## src/rtl/pfx_dec_pkg.sv

```systemverilog
package pfx_dec_pkg;

   localparam int SIZE_W = 2;
   localparam int OFS_W  = 2;

   typedef struct packed {
      logic [SIZE_W-1:0] size;
      logic [OFS_W-1:0]  ofs;
      logic              am;
      logic              nze;
      logic              user;
   } mod_t;

   localparam mod_t MOD_NONE = '0;

   typedef enum logic [1:0] {
      CLS_OPCODE = 2'd0,
      CLS_SIZE   = 2'd1,
      CLS_EXT    = 2'd2
   } byte_cls_t;

   typedef enum logic [1:0] {
      ST_EMPTY    = 2'd0,
      ST_HAVE_SZ  = 2'd1,
      ST_HAVE_EXT = 2'd2
   } seq_state_t;

endpackage

```

## src/rtl/pfx_byte_class.sv

```systemverilog
module pfx_byte_class
   import pfx_dec_pkg::*;
#(
   parameter int             BYTE_W    = 8,
   parameter logic [BYTE_W-1:0] SZ_BASE = 8'hE0,
   parameter int             SZ_PAY_W  = 5,
   parameter logic [BYTE_W-1:0] EXT_BASE = 8'hD0,
   parameter int             EXT_PAY_W = 4,
   parameter int             SZ_SIZE_LSB = 3,
   parameter int             SZ_OFS_LSB  = 1,
   parameter int             SZ_AM_BIT   = 0,
   parameter int             EXT_NZE_BIT = 0,
   parameter int             EXT_USR_BIT = 1
) (
   input  logic [BYTE_W-1:0] byte_in,
   output byte_cls_t         cls,
   output mod_t              sz_fields,
   output mod_t              ext_fields
);

   localparam int SZ_TAG_W  = BYTE_W - SZ_PAY_W;
   localparam int EXT_TAG_W = BYTE_W - EXT_PAY_W;

   logic [SZ_TAG_W-1:0]  sz_tag;
   logic [EXT_TAG_W-1:0] ext_tag;
   logic [SZ_PAY_W-1:0]  sz_pay;
   logic [EXT_PAY_W-1:0] ext_pay;
   logic                 hit_sz;
   logic                 hit_ext;

   assign sz_tag  = byte_in[BYTE_W-1:SZ_PAY_W];
   assign ext_tag = byte_in[BYTE_W-1:EXT_PAY_W];
   assign sz_pay  = byte_in[SZ_PAY_W-1:0];
   assign ext_pay = byte_in[EXT_PAY_W-1:0];

   assign hit_sz  = (sz_tag  == SZ_BASE[BYTE_W-1:SZ_PAY_W]);
   assign hit_ext = (ext_tag == EXT_BASE[BYTE_W-1:EXT_PAY_W]);

   always_comb begin
      if (hit_sz)
         cls = CLS_SIZE;
      else if (hit_ext)
         cls = CLS_EXT;
      else
         cls = CLS_OPCODE;
   end

   always_comb begin
      sz_fields      = MOD_NONE;
      sz_fields.size = sz_pay[SZ_SIZE_LSB +: SIZE_W];
      sz_fields.ofs  = sz_pay[SZ_OFS_LSB +: OFS_W];
      sz_fields.am   = sz_pay[SZ_AM_BIT];
   end

   always_comb begin
      ext_fields      = MOD_NONE;
      ext_fields.nze  = ext_pay[EXT_NZE_BIT];
      ext_fields.user = ext_pay[EXT_USR_BIT];
   end

endmodule

```

## src/rtl/pfx_order_fsm.sv

```systemverilog
module pfx_order_fsm
   import pfx_dec_pkg::*;
(
   input  logic      clk,
   input  logic      rst_n,
   input  logic      in_valid,
   input  byte_cls_t cls,
   output logic      load_sz,
   output logic      load_ext,
   output logic      deliver,
   output logic      illegal
);

   seq_state_t state_q;
   seq_state_t state_d;

   always_comb begin
      state_d  = state_q;
      load_sz  = 1'b0;
      load_ext = 1'b0;
      deliver  = 1'b0;
      illegal  = 1'b0;
      if (in_valid) begin
         unique case (cls)
            CLS_OPCODE: begin
               deliver = 1'b1;
               state_d = ST_EMPTY;
            end
            CLS_SIZE: begin
               if (state_q == ST_EMPTY) begin
                  load_sz = 1'b1;
                  state_d = ST_HAVE_SZ;
               end else begin
                  illegal = 1'b1;
                  state_d = ST_EMPTY;
               end
            end
            CLS_EXT: begin
               if (state_q != ST_HAVE_EXT) begin
                  load_ext = 1'b1;
                  state_d  = ST_HAVE_EXT;
               end else begin
                  illegal = 1'b1;
                  state_d = ST_EMPTY;
               end
            end
            default: begin
               illegal = 1'b1;
               state_d = ST_EMPTY;
            end
         endcase
      end
   end

   always_ff @(posedge clk) begin
      if (!rst_n)
         state_q <= ST_EMPTY;
      else
         state_q <= state_d;
   end

endmodule

```

## src/rtl/pfx_mod_stage.sv

```systemverilog
module pfx_mod_stage
   import pfx_dec_pkg::*;
(
   input  logic clk,
   input  logic rst_n,
   input  logic load_sz,
   input  logic load_ext,
   input  logic flush,
   input  mod_t sz_fields,
   input  mod_t ext_fields,
   output mod_t staged
);

   mod_t staged_q;

   always_ff @(posedge clk) begin
      if (!rst_n || flush) begin
         staged_q <= MOD_NONE;
      end else begin
         if (load_sz) begin
            staged_q.size <= sz_fields.size;
            staged_q.ofs  <= sz_fields.ofs;
            staged_q.am   <= sz_fields.am;
         end
         if (load_ext) begin
            staged_q.nze  <= ext_fields.nze;
            staged_q.user <= ext_fields.user;
         end
      end
   end

   assign staged = staged_q;

endmodule

```

## src/rtl/pfx_width_guard.sv

```systemverilog
module pfx_width_guard
   import pfx_dec_pkg::*;
#(
   parameter bit CHECK_EN = 1'b1
) (
   input  logic [SIZE_W-1:0] req_size,
   input  logic [SIZE_W-1:0] core_size,
   output logic              too_wide
);

   generate
      if (CHECK_EN) begin : g_cmp
         assign too_wide = (req_size > core_size);
      end else begin : g_off
         logic unused_ok;
         assign unused_ok = ^{req_size, core_size};
         assign too_wide  = 1'b0 & unused_ok;
      end
   endgenerate

endmodule

```

## src/rtl/pfx_modifier_decoder.sv

```systemverilog
module pfx_modifier_decoder
   import pfx_dec_pkg::*;
#(
   parameter int                BYTE_W      = 8,
   parameter logic [BYTE_W-1:0] SZ_BASE     = 8'hE0,
   parameter int                SZ_PAY_W    = 5,
   parameter logic [BYTE_W-1:0] EXT_BASE    = 8'hD0,
   parameter int                EXT_PAY_W   = 4,
   parameter logic [1:0]        BASE_OFS_SEL = 2'b11,
   parameter bit                WIDTH_ABORT_EN = 1'b1
) (
   input  logic              clk,
   input  logic              rst_n,
   input  logic              byte_valid,
   input  logic [BYTE_W-1:0] byte_data,
   input  logic [1:0]        core_width,
   output logic              op_valid,
   output logic [BYTE_W-1:0] op_code,
   output logic [1:0]        mod_size,
   output logic [1:0]        mod_offset,
   output logic              mod_addr_mode,
   output logic              mod_no_zext,
   output logic              mod_user,
   output logic              base_rel,
   output logic              abort_width,
   output logic              abort_illegal
);

   localparam int SZ_FIELD_BITS  = SIZE_W + OFS_W + 1;
   localparam int EXT_FIELD_BITS = 2;

   generate
      if (SZ_PAY_W < SZ_FIELD_BITS) begin : g_bad_sz_pay
         $error("size prefix payload too narrow for its fields");
      end
      if (EXT_PAY_W < EXT_FIELD_BITS) begin : g_bad_ext_pay
         $error("extension prefix payload too narrow for its fields");
      end
      if (SZ_PAY_W >= BYTE_W || EXT_PAY_W >= BYTE_W) begin : g_bad_tag
         $error("prefix classes need at least one tag bit");
      end
      if (SZ_BASE[BYTE_W-1:EXT_PAY_W] == EXT_BASE[BYTE_W-1:EXT_PAY_W]) begin : g_bad_overlap
         $error("prefix byte ranges overlap");
      end
   endgenerate

   byte_cls_t cls;
   mod_t      sz_fields;
   mod_t      ext_fields;
   mod_t      staged;
   logic      load_sz;
   logic      load_ext;
   logic      deliver;
   logic      illegal;
   logic      too_wide;

   pfx_byte_class #(
      .BYTE_W   (BYTE_W),
      .SZ_BASE  (SZ_BASE),
      .SZ_PAY_W (SZ_PAY_W),
      .EXT_BASE (EXT_BASE),
      .EXT_PAY_W(EXT_PAY_W)
   ) u_class (
      .byte_in   (byte_data),
      .cls       (cls),
      .sz_fields (sz_fields),
      .ext_fields(ext_fields)
   );

   pfx_order_fsm u_fsm (
      .clk     (clk),
      .rst_n   (rst_n),
      .in_valid(byte_valid),
      .cls     (cls),
      .load_sz (load_sz),
      .load_ext(load_ext),
      .deliver (deliver),
      .illegal (illegal)
   );

   pfx_mod_stage u_stage (
      .clk       (clk),
      .rst_n     (rst_n),
      .load_sz   (load_sz),
      .load_ext  (load_ext),
      .flush     (deliver | illegal),
      .sz_fields (sz_fields),
      .ext_fields(ext_fields),
      .staged    (staged)
   );

   pfx_width_guard #(
      .CHECK_EN(WIDTH_ABORT_EN)
   ) u_width (
      .req_size (staged.size),
      .core_size(core_width),
      .too_wide (too_wide)
   );

   logic              op_valid_q;
   logic [BYTE_W-1:0] op_code_q;
   mod_t              mods_q;
   logic              base_q;
   logic              abort_w_q;
   logic              abort_i_q;

   always_ff @(posedge clk) begin
      if (!rst_n) begin
         op_valid_q <= 1'b0;
         op_code_q  <= '0;
         mods_q     <= MOD_NONE;
         base_q     <= 1'b0;
         abort_w_q  <= 1'b0;
         abort_i_q  <= 1'b0;
      end else begin
         op_valid_q <= deliver;
         op_code_q  <= deliver ? byte_data : '0;
         mods_q     <= deliver ? staged : MOD_NONE;
         base_q     <= deliver && (staged.ofs == BASE_OFS_SEL);
         abort_w_q  <= deliver && too_wide;
         abort_i_q  <= illegal;
      end
   end

   assign op_valid      = op_valid_q;
   assign op_code       = op_code_q;
   assign mod_size      = mods_q.size;
   assign mod_offset    = mods_q.ofs;
   assign mod_addr_mode = mods_q.am;
   assign mod_no_zext   = mods_q.nze;
   assign mod_user      = mods_q.user;
   assign base_rel      = base_q;
   assign abort_width   = abort_w_q;
   assign abort_illegal = abort_i_q;

endmodule

```

## config.mk

```make
export PLATFORM = sky130hd
export DESIGN_NAME = pfx_modifier_decoder
export DESIGN_NICKNAME = d
export VERILOG_FILES = /design/src/rtl/pfx_dec_pkg.sv /design/src/rtl/pfx_byte_class.sv /design/src/rtl/pfx_order_fsm.sv /design/src/rtl/pfx_mod_stage.sv /design/src/rtl/pfx_width_guard.sv /design/src/rtl/pfx_modifier_decoder.sv
export SDC_FILE = /design/constraint.sdc
export NUM_CORES = 1
export LEC_CHECK = 0
export BUFFER_PORTS_ARGS = -buffer_cell sky130_fd_sc_hd__buf_2
export CAP_MARGIN = 20
export CORE_MARGIN = 10
export CORE_UTILIZATION = 40
export DETAILED_ROUTE_END_ITERATION = 7
export PLACE_DENSITY = 0.63
export SLEW_MARGIN = 30
export SYNTH_ARGS = -nofsm -noshare
export SYNTH_HDL_FRONTEND = slang
export SYNTH_SLANG_ARGS = --single-unit
```

## constraint.sdc

```tcl
create_clock -name clk -period 1.4 [get_ports clk]
set_input_delay 0.07 -clock clk [delete_from_list [all_inputs] [get_ports clk]]
set_output_delay 0.07 -clock clk [all_outputs]
set_load 0.03 [all_outputs]
```

; After elaboration in Yosys (flattened, before gate mapping)
; Index checks and enable logic that the tools add are counted.
[classes]
addsub = 0
n_mul = 0
div = 0
magnitude_cmp = 1
eq_ne = 6
shift = 0
n_mux = 17
bitwise_logic = 1
n_reduce_logical = 7
[op_table]
columns = operator, n
row1 = 2-to-1 mux 1 bit, 12
row2 = 2-to-1 mux 2 bit, 3
row3 = "equality test 2 bit, second input constant", 2
row4 = "equality test 4 bit, second input constant", 1
row5 = zero test 2 bit, 2
row6 = one-hot mux 2 bit (2 select lines), 1
row7 = "equality test 3 bit, second input constant", 1
row8 = one-hot mux 1 bit (3 select lines), 1
row9 = "equality test 2 x 1 -> 1 bit, second input constant", 1
row10 = > comparator 2 bit, 1
row11 = logical AND 1 bit, 2
row12 = "inequality test 2 bit, second input constant", 1
row13 = AND reduction 2 bit, 1
row14 = zero test 1 bit, 1
row15 = logical OR 1 bit, 1
row16 = OR 1 bit, 1
[totals]
reg_bits = 28
latchBits = 0
ramBits = 0
mem_bits_ro = 0
output_inout_bits = 19
word_cells = 48
mem_count = 0

; Longest topological paths before layout
[logic_depth]
ltp_word = 8
ltp_mapped = 5

; Hierarchy
; From an unflattened synthesis, not the netlist that was laid out.
[unflattened]
hier_cells = 111
area_unflattened_um2 = 1164.9
[modules_own_cells]
columns = mod, instances, cells_per_inst, area_each_um2, seq_area_each_um2
row1 = pfx_modifier_decoder, 1, 41, 539.3, 380.4
row2 = pfx_mod_stage, 1, 23, 254.0, 140.1
row3 = pfx_order_fsm, 1, 23, 190.2, 40.0
row4 = pfx_byte_class, 1, 18, 133.9, 0.0
row5 = pfx_width_guard, 1, 6, 47.5, 0.0

; Least setup slack after synthesis
; No wires, ideal clock.
[synth_path]
kind = register -> register
startpoint = register u_fsm.state_q[1]
endpoint = register u_stage.staged_q, in the netlist u_stage.staged[2]
setup_time_ns = 0.126
arrival_ns = 0.965
t_required_ns = 1.274
path_slack_ns = 0.309
stages_incl_launch_ff = 4
path_buffers = 0
period_less_slack_ns = 1.091
cell_sequence = dfxtp_1 > or3b_1 > o21ai_0 > a211oi_1
[synth_via]
elab_chain_len = 6
word_cells_on_any_way = 11
cone_classes = 1 x eq/ne / 7 x mux / 1 x bitwise / 2 x reduce/logical
[synth_lines]
columns = item, line
row1 = "start, declared", pfx_order_fsm.sv:14  ; seq_state_t state_q;
row2 = "start signal, assigned", pfx_order_fsm.sv:59  ; state_q <= state_d;
row3 = inequality test 2 bit or zero test 2 bit (tied branches), "pfx_order_fsm.sv:39, pfx_order_fsm.sv:30"
row4 = 2-to-1 mux 1 bit (on tied branches), "pfx_order_fsm.sv:39, pfx_order_fsm.sv:30"
row5 = one-hot mux 1 bit (3 select lines), pfx_order_fsm.sv:24  ; unique case (cls)
row6 = 2-to-1 mux 1 bit, pfx_order_fsm.sv:23  ; if (in_valid) begin
row7 = OR 1 bit, pfx_modifier_decoder.sv:86  ; .flush (deliver | illegal),
row8 = logical OR 1 bit, pfx_mod_stage.sv:17  ; if (!rst_n || flush) begin
row9 = "end, declared", pfx_mod_stage.sv:14  ; mod_t staged_q;
; Several ways; a longest one is shown, not always the timed one.
; A chain may end at the register's enable or synchronous reset.

; Worst setup path in the final report
[layout_path]
startpoint = register u_fsm.state_q[0]
endpoint = register u_stage.staged_q, in the netlist u_stage.staged[0]
; Same word-level chain as after synthesis.

==> summary.txt <==
Power
  • Pleak: 0.604 nW
  • Peak VDD IR: 0.000749 V
  • Power Density: 1130 nW/um^2

Clock network
  • CTS root buf: clkbuf_4
  • TritonCTS clock tree: done
  • Clk_lat worst skew: 0.32 ns
  • Clock transition at path regs: 0.15 ns
  • CTS Buffer Depth: 2
  • Clock H-tree levels: 1
  • CTS buffer count: 3
  • CTS Sinks: 28

Finish
  • Nets@finish: 153
  • Multi-input gate area: 420 um^2
  • Inserted Diodes: 0
  • # fillers: 243
  • Area Growth Syn to Fin: 28.6%
  • Post-layout util: 53.6%
  • Seq. cell area: 561 um^2
  • Share of layout cells above drive strength 1: 31.4%

Outcome
  • Outcome: finished clean

Synthesis
  • Syn nets: 112
  • Synth unique cells: 28
  • Synth area leader: dfxtp_1
  • Sequential-to-total area share from yosys stat: 54.8%
  • Synth area leaders: dfxtp_1 (55%), and2_1 (6.7%), a211oi_1 (5.1%)
  • Seq cells post-synth: 28
  • Warnings, synthesis: 0
  • Yosys top cell area share: 54.8%
  • Synth Area per Inst: 10.6 um^2
  • Post-Synthesis Cells: 97
  • Syn Std Cell Area: 1020 um^2

Critical path
  • Max incr delay on CP: 0.46 ns
  • Setup crit end kind: flip-flop
  • Crit-path slowest cell: dfxtp_1
  • Startpoint Class: flip-flop
  • Sequence of cells on the critical path: nor2b_1 > o31a_1 > a211oi_1
  • CP required: 1.64 ns
  • Critical path class: flip-flop to flip-flop
  • Arr. time, crit path: 1.50 ns
  • Crit-path max FO: 7
  • R2R Setup Slk: 0.15 ns

Die
  • Core region area: 2450 um^2
  • Die W: 70.6 um
  • Die H: 70.6 um
  • Die area: 4980 um^2
  • Initial core utilization: 41.7%
  • Core Rows: 18
  • Ports: 32

Global route
  • Overflow left after global routing: 0
  • First-pass GRT wire length: 4.00 mm
  • Largest net degree at the start of global routing: 17
  • Vias in the first global route: 936
  • Antenna violations before repair: 0
  • GRT Util Overall: 9.25%

Flow run
  • Max-cap violations: 0

Placement
  • Port Buf Inserts: 31
  • GPL Wtd Cong: 0.791
  • Post-DP HPWL: 1.72 mm

Timing
  • Final Cycle Share: 89.6%
  • Final-report setup violation count: 0
  • Setup Skew: 0.000927 ns
  • Worst slew pin tran: 0.446 ns
  • Setup TNS: 0 ns
  • Worst hold slack: 0.0284 ns
  • F_max: 0.797 GHz
  • Final Critical Period: 1.25 ns
  • Final count of pins violating max slew: 0
  • Slew HR: 70.1%
  • RSZ-0062 raised after global routing: false
  • Final hold vios: 0

Drt
  • Vias: 854
  • Final wirelength: 2.26 mm
  • WL/cell: 13.5 um
  • Initial DRC count: 28
  • Drt via density: 5.11
  • Drt first pass iters: 4
  • Drc violations: 0
  • Detail Route Antenna Nets: 0

Min path
  • Hold crit path type: primary input to flip-flop
## where the power goes
group	total (mW)	switching, mW	internal, mW
Combinational	0.147	0.0858	0.0611
Clock	0.522	0.233	0.289
Sequential	0.817	0.00504	0.812
Total	1.49	0.324	1.16
## path summary, 6_finish.rpt
kind              cells past startpoint              start                end
setup / recovery                      3   u_fsm.state_q[0]  u_stage.staged[0]
hold / removal                        3              rst_n      abort_illegal
setup reg to reg                      3   u_fsm.state_q[0]  u_stage.staged[0]
hold reg to reg                       1  u_stage.staged[0]           mod_user
## placed cells by master (no fill, tap or decap), drive strengths merged, types with 2 or more instances in the layout
master       count
clkbuf           3
o31ai            2
buf             33
nor2b            2
a211oi           7
and3             3
nand4            2
dlygate4sd3      6
a21oi            2
nand2b           2
inv              3
o21ai            6
ha               2
and2            16
nand3            7
dfxtp           28
## synthesized netlist by cell type
library cell / n
a211oi_1: 7
a21oi_1: 2
a2bb2oi_1: 1
and2_1: 11
and2_4: 5
and2b_1: 1
and3_1: 3
buf_2: 1
buf_6: 2
clkinv_1: 1
dfxtp_1: 28
ha_1: 2
inv_1: 3
nand2_1: 1
nand2b_1: 2
nand3_1: 7
nand4_1: 2
nor2_1: 1
nor2b_1: 2
nor3_1: 1
nor3b_2: 1
o211a_1: 1
o211ai_1: 1
o21ai_0: 6
o31a_1: 1
o31ai_1: 2
or2b_1: 1
or3b_1: 1
## flip-flops by register name, indices dropped and copies added (netlist names)
register	flops
abort_width	1
mod_no_zext	1
mod_size	2
u_stage.staged	7
abort_illegal	1
op_valid	1
base_rel	1
mod_addr_mode	1
mod_offset	2
mod_user	1
u_fsm.state_q	2
op_code	8
## worst max-delay path: cells and delay by family (launching register included)
kind / cells / cell delay, ns
AO/OA/AOI/OAI: 2 / 0.60
flip-flops: 1 / 0.46
AND/OR/NAND/NOR: 1 / 0.12
## per-stage QoR
stage | instance area, um^2 | instances | setup WS [ns] | power (mW)
2_1_floorplan | 1020 | 97 | 0.309 | 0.918
3_3_place_gp | 1200 | 157 | 0.243 | 0.965
3_5_place_dp | 1200 | 157 | 0.159 | 0.969
4_1_cts | 1320 | 167 | 0.130 | 1.50
5_1_grt | 1320 | 167 | 0.0335 | 1.54
6_report | 1320 | 167 | 0.145 | 1.49
## layout make-up
class	instances	area share [%]
Timing Repair Buffer	39	17.5
Tap cell	30	2.85
Inverter	4	1.14
Sequential cell	28	42.6
Multi-Input combinational cell	62	31.9
Clock inverter	1	2.28
Clock buffer	3	1.71
## layer usage
metal / GRT usage, % / routed length (um)
met1: 9.49 / 918
met2: 15.7 / 1070
met3: 4.46 / 260
met4: 4.09 / 13
met5: 0 / 0
## logic make-up after synthesis
group,share of synthesized area (%)
flops,54.8
compound gates,13.9
fa+ha+maj,2.44
simple gates,24.7
buf+inv,4.16
## repair_timing
action,in CTS,in global routing
gates resized for setup,0,0
hold buffers,6,0
endpoints found under the hold margin,8,0
setup buffers,0,0
(Power assumes the default switching activity.)
